`config.mk`:
```
export PLATFORM = sky130hd
export DESIGN_NAME = irda_sir_codec
export DESIGN_NICKNAME = d
export VERILOG_FILES = /design/src/rtl/irda_sir_pkg.sv /design/src/rtl/sir_sync.sv /design/src/rtl/sir_encoder.sv /design/src/rtl/sir_decoder.sv /design/src/rtl/irda_sir_codec.sv
export SDC_FILE = /design/constraint.sdc
export NUM_CORES = 1
export LEC_CHECK = 0
export BUFFER_PORTS_ARGS = -buffer_cell sky130_fd_sc_hd__buf_2
export CAP_MARGIN = 25
export CORE_MARGIN = 5
export CORE_UTILIZATION = 40
export CTS_CLUSTER_SIZE = 14
export DETAILED_ROUTE_END_ITERATION = 10
export PLACE_DENSITY = 0.66
export SLEW_MARGIN = 5
export SYNTH_ARGS = -nofsm -noshare
export SYNTH_HDL_FRONTEND = slang
export SYNTH_SLANG_ARGS = --single-unit
```
`constraint.sdc`:
```
create_clock -name clk -period 3.33 [get_ports clk]
set_input_delay 0.4995 -clock clk [delete_from_list [all_inputs] [get_ports clk]]
set_output_delay 0.4995 -clock clk [all_outputs]
set_load 0.02 [all_outputs]
```
`src/rtl/irda_sir_pkg.sv`:
```
package irda_sir_pkg;

  // True when an in-bit tick position lies inside the emitted pulse window.
  function automatic logic in_pulse(input int unsigned pos,
                                    input int unsigned first,
                                    input int unsigned stop);
    return (pos >= first) && (pos < stop);
  endfunction

  // Next value of a wrapping tick counter of the given modulus.
  function automatic int unsigned wrap_next(input int unsigned cur,
                                            input int unsigned modulus);
    return (cur + 1 >= modulus) ? 0 : cur + 1;
  endfunction

endpackage

```
`src/rtl/sir_sync.sv`:
```
module sir_sync #(
  parameter int unsigned STAGES = 2
) (
  input  logic clk,
  input  logic rst_n,
  input  logic d,
  output logic q
);
  logic [STAGES-1:0] chain;

  always_ff @(posedge clk or negedge rst_n) begin
    if (!rst_n) chain <= '1;
    else        chain <= {chain[STAGES-2:0], d};
  end

  assign q = chain[STAGES-1];
endmodule

```
`src/rtl/sir_encoder.sv`:
```
module sir_encoder
  import irda_sir_pkg::*;
#(
  parameter int unsigned TICKS       = 16,
  parameter int unsigned PULSE_START = 7,
  parameter int unsigned PULSE_END   = 10
) (
  input  logic clk,
  input  logic rst_n,
  input  logic tick16,
  input  logic tx_bit,
  output logic ir_tx
);
  localparam int unsigned CW = $clog2(TICKS);

  logic [CW-1:0] enc_cnt;
  logic [CW-1:0] cnt_next;

  always_comb cnt_next = CW'(wrap_next(32'(enc_cnt), TICKS));

  always_ff @(posedge clk or negedge rst_n) begin
    if (!rst_n) begin
      enc_cnt <= '0;
      ir_tx   <= 1'b0;
    end else if (tx_bit) begin
      enc_cnt <= '0;
      ir_tx   <= 1'b0;
    end else if (tick16) begin
      enc_cnt <= cnt_next;
      ir_tx   <= in_pulse(32'(cnt_next), PULSE_START, PULSE_END);
    end
  end

  assert_one_clears_R1: assert property (@(posedge clk) disable iff (!rst_n)
    tx_bit |=> (!ir_tx && enc_cnt == '0));

  assert_rise_position_R2: assert property (@(posedge clk) disable iff (!rst_n)
    $rose(ir_tx) |-> (enc_cnt == CW'(PULSE_START)));

  assert_fall_position_R2: assert property (@(posedge clk) disable iff (!rst_n)
    ($fell(ir_tx) && !$past(tx_bit)) |-> (enc_cnt == CW'(PULSE_END)));

  assert_tx_tick_only_R9: assert property (@(posedge clk) disable iff (!rst_n)
    (!tick16 && !tx_bit) |=> $stable(ir_tx));
endmodule

```
`src/rtl/sir_decoder.sv`:
```
module sir_decoder #(
  parameter int unsigned TICKS = 16
) (
  input  logic clk,
  input  logic rst_n,
  input  logic tick16,
  input  logic rx_line,
  output logic rx_bit
);
  localparam int unsigned CW = $clog2(TICKS);
  localparam logic [CW-1:0] LAST = CW'(TICKS - 1);

  logic          line_d;
  logic          pend;
  logic          fall_now;
  logic          restart;
  logic [CW-1:0] dcnt;

  always_ff @(posedge clk or negedge rst_n) begin
    if (!rst_n) line_d <= 1'b1;
    else        line_d <= rx_line;
  end

  assign fall_now = line_d & ~rx_line;
  assign restart  = pend | fall_now;

  // Hold a detected edge until the next tick consumes it.
  always_ff @(posedge clk or negedge rst_n) begin
    if (!rst_n)        pend <= 1'b0;
    else if (tick16)   pend <= 1'b0;
    else if (fall_now) pend <= 1'b1;
  end

  always_ff @(posedge clk or negedge rst_n) begin
    if (!rst_n) begin
      rx_bit <= 1'b1;
      dcnt   <= '0;
    end else if (tick16) begin
      if (restart) begin
        rx_bit <= 1'b0;
        dcnt   <= '0;
      end else if (!rx_bit) begin
        if (dcnt == LAST) begin
          rx_bit <= 1'b1;
          dcnt   <= '0;
        end else begin
          dcnt <= dcnt + 1'b1;
        end
      end
    end
  end

  assert_high_count_idle_R4: assert property (@(posedge clk) disable iff (!rst_n)
    rx_bit |-> (dcnt == '0));

  assert_full_bit_low_R5: assert property (@(posedge clk) disable iff (!rst_n)
    $rose(rx_bit) |-> ($past(dcnt) == LAST));

  assert_low_needs_edge_R6: assert property (@(posedge clk) disable iff (!rst_n)
    $fell(rx_bit) |-> $past(restart));

  assert_restart_R8: assert property (@(posedge clk) disable iff (!rst_n)
    (tick16 && restart) |=> (!rx_bit && dcnt == '0));

  assert_rx_tick_only_R9: assert property (@(posedge clk) disable iff (!rst_n)
    !tick16 |=> $stable(rx_bit));
endmodule

```
`src/rtl/irda_sir_codec.sv`:
```
module irda_sir_codec #(
  parameter int unsigned TICKS       = 16,
  parameter int unsigned PULSE_START = 7,
  parameter int unsigned PULSE_END   = 10,
  parameter int unsigned SYNC_STAGES = 2
) (
  input  logic clk,
  input  logic rst_n,
  input  logic tick16,
  input  logic tx_bit,
  output logic ir_tx,
  input  logic ir_rx,
  input  logic rx_invert,
  output logic rx_bit
);
  logic rx_pol;
  logic rx_sync;

  assign rx_pol = ir_rx ^ rx_invert;

  sir_encoder #(
    .TICKS(TICKS), .PULSE_START(PULSE_START), .PULSE_END(PULSE_END)
  ) u_enc (
    .clk(clk), .rst_n(rst_n), .tick16(tick16), .tx_bit(tx_bit), .ir_tx(ir_tx)
  );

  sir_sync #(.STAGES(SYNC_STAGES)) u_sync (
    .clk(clk), .rst_n(rst_n), .d(rx_pol), .q(rx_sync)
  );

  sir_decoder #(.TICKS(TICKS)) u_dec (
    .clk(clk), .rst_n(rst_n), .tick16(tick16), .rx_line(rx_sync), .rx_bit(rx_bit)
  );
endmodule

```
==> results.cfg <==
[run_status]
outcome = complete, no violations

[global_routing]
grt_pass1_vias = 477
grt_max_degree = 15
antenna_found_initial = 0
grt_pass1_wl_microns = 2139
overflow = 0
grt_use_total_pct = 10.88

[clock_network]
clkLatencyLatePin_ns = 0.27
clk_path_buf_depth = 2
clkTransAtPathRegs_ns = 0.08
ctsResizeCount = 0
post_cts_buffers = 0
hold_buffers = 0
numCtsBuffers = 3
htreeDepth = 1
clock-sinks = 14
cts_tree = done
clockRootBuffer = clkbuf_4

[logic_synthesis]
syn_avg_cell_area_sq_um = 10.35
ys_seq_area_share_pct = 51.26
synth_top_cell_by_area = dfrtp_1
synthCells = 67
synthTopCellsByArea = dfrtp_1 (36%), dfstp_2 (15%), ha_1 (5.4%)
synth_nets = 76
yosysTopAreaCellShare_pct = 36.10
ys_async_sr_fraction_pct = 100.0
dominantRegCellSynth = dfrtp_1
yosysMostFrequentCell = dfrtp_1
synth_enable_flop_cells = 0
netlist_area_sq_um = 693.2
ys_ff_latch = 14
synth_cell_types = 24
synth_warnings = 0

[critical_path]
endpoint_kind = primary output
crit_chain = buf_2
required_ns = 2.83
path_max_fanout = 6
slowest_delay_ns = 0.59
start_kind = flip-flop
path_class = reg -> out
crit_buf_inv = 1
reg2reg_slack_ns = 1.83
critPathSlowestCell = dfstp_2
cp.arrival_ns = 1.04
crit_family = flip-flops

[final_layout]
multi_input_area_sq_um = 314.1
ff_latch_area_sq_um = 355.3
fin_util_pct = 46.22
fin_nets = 87
drive_gt1_share_pct = 22.08
stdcell_count = 94
num-fill-cells = 170
num_antenna_cells = 0
syn2layout_area_growth_pct = 12.64

[sta]
slew_violations = 0
final.period_utilization_pct = 46.10
finalSetupTns_ns = 0
max_slew.worst_pin.slew_ns = 0.3148
final.min_clock_period_ns = 1.535
setup_viol = 0
rsz0062_at_grt = no
max-slew-margin-rel_pct = 79.01
fmax_ghz = 0.6515
hold_viol_final = 0
fin_worst_skew_ns = 0.0004123

[drt]
post_drt_wl_per_cell_microns = 12.05
vias = 501
wl_microns = 1133
drc = 0
via_per_inst = 5.330
detail-route-antenna-nets = 0
drt_iter0_markers = 6
dr.pass1.iters = 4

[power]
vdd_ir_drop_max_v = 0.0002874
p_per_area_mw_per_mm2 = 489.8
power.leakage_nw = 0.3556

[placement]
dp_hpwl_microns = 824.3
port_buffers = 7
dp_cells = 90
place.gp.congestion = 0.7739

[run]
cap_violations = 0

[floorplanning]
rows = 15
io_pins = 8
start_util_pct = 41.04
die-area_sq_mm = 0.002666
die_w_microns = 51.63
core_sq_mm = 0.001689
die_h_microns = 51.63

[hold_path]
hold_class = in -> async
metal layers:
metal	wire length, microns	share of wire [%]	track usage (%)
met5	0	0	0
met3	51	4.5	3.438
met4	0	0	3.930
met1	579	51	15.01
met2	502	44	15.89
cells by family (layout without fill, tap and decap cells):
logic type	Yosys count	after routing	synth area share, %
compound gates	19	19	17.69
flops	14	14	51.26
simple gates	20	20	15.52
fa+ha+maj	3	3	5.416
xor+xnor	3	3	3.791
buf+inv	6	16	3.429
mux	2	2	2.888
cell usage in the layout (no fill, tap or decap):
cell,n
nand2_1,5
nand3_1,2
clkbuf_4,3
clkbuf_8,1
buf_2,7
mux2i_1,2
a31oi_1,1
o21ai_0,5
xor2_1,2
nor2b_1,3
a21oi_2,1
a21o_1,1
nor2_1,5
o22ai_1,1
xnor2_1,1
dfrtp_1,10
nand4b_1,1
a41oi_1,1
or3_1,2
dfstp_2,4
a21oi_1,5
ha_1,3
nor3b_2,1
nand3b_1,1
a22o_1,4
inv_1,5
worst paths after layout:
check	startpoint	to	cells past startpoint
max	u_dec.rx_bit	rx_bit	1
min	rst_n	u_dec.dcnt[1]	1
max reg2reg	u_enc.enc_cnt[0]	u_enc.ir_tx	5
min reg2reg	u_sync.chain[0]	u_sync.chain[1]	0
max in group asynchronous	rst_n	u_sync.chain[1]	1
min in group clk	u_sync.chain[0]	u_sync.chain[1]	0
flip-flops by register name (all words and copies together) (netlist names):
| register | count |
|---|---|
| u_dec.line_d | 1 |
| u_dec.dcnt | 4 |
| u_dec.pend | 1 |
| u_dec.rx_bit | 1 |
| u_enc.enc_cnt | 4 |
| u_sync.chain | 2 |
| u_enc.ir_tx | 1 |
power by group:
| part | switching, W | total [W] | internal (W) | leakage, nW |
|---|---|---|---|---|
| clock network | 0.0000522 | 0.000119 | 0.0000664 | 0.0210 |
| registers | 0.0000176 | 0.000208 | 0.000191 | 0.176 |
| logic | 0.0000286 | 0.0000555 | 0.0000269 | 0.158 |
| total | 0.0000985 | 0.000382 | 0.000284 | 0.356 |
per-stage QoR:
| step | total power, W | hold slack (ns) | setup WS, ns | cell area (sq um) |
|---|---|---|---|---|
| 3_3_place_gp | 0.0002651 | 0.3471 | 1.893 | 744.5 |
| 2_1_floorplan | 0.0002486 | 0.2039 | 1.933 | 693.2 |
| 6_report | 0.0003824 | 0.1074 | 1.795 | 780.7 |
| 3_5_place_dp | 0.0002668 | 0.3482 | 1.848 | 744.5 |
| 4_1_cts | 0.0003914 | 0.1044 | 1.778 | 780.7 |
| 5_1_grt | 0.0004137 | 0.1051 | 1.735 | 780.7 |
layout make-up:
class / instances / area share (%)
flip-flops and latches: 14 / 45.51
multi-input cells: 47 / 40.22
clock buffers: 4 / 4.647
repair buffers: 7 / 4.487
well taps: 17 / 2.724
inverters: 5 / 2.404
Power figures use the tool's default switching activity.
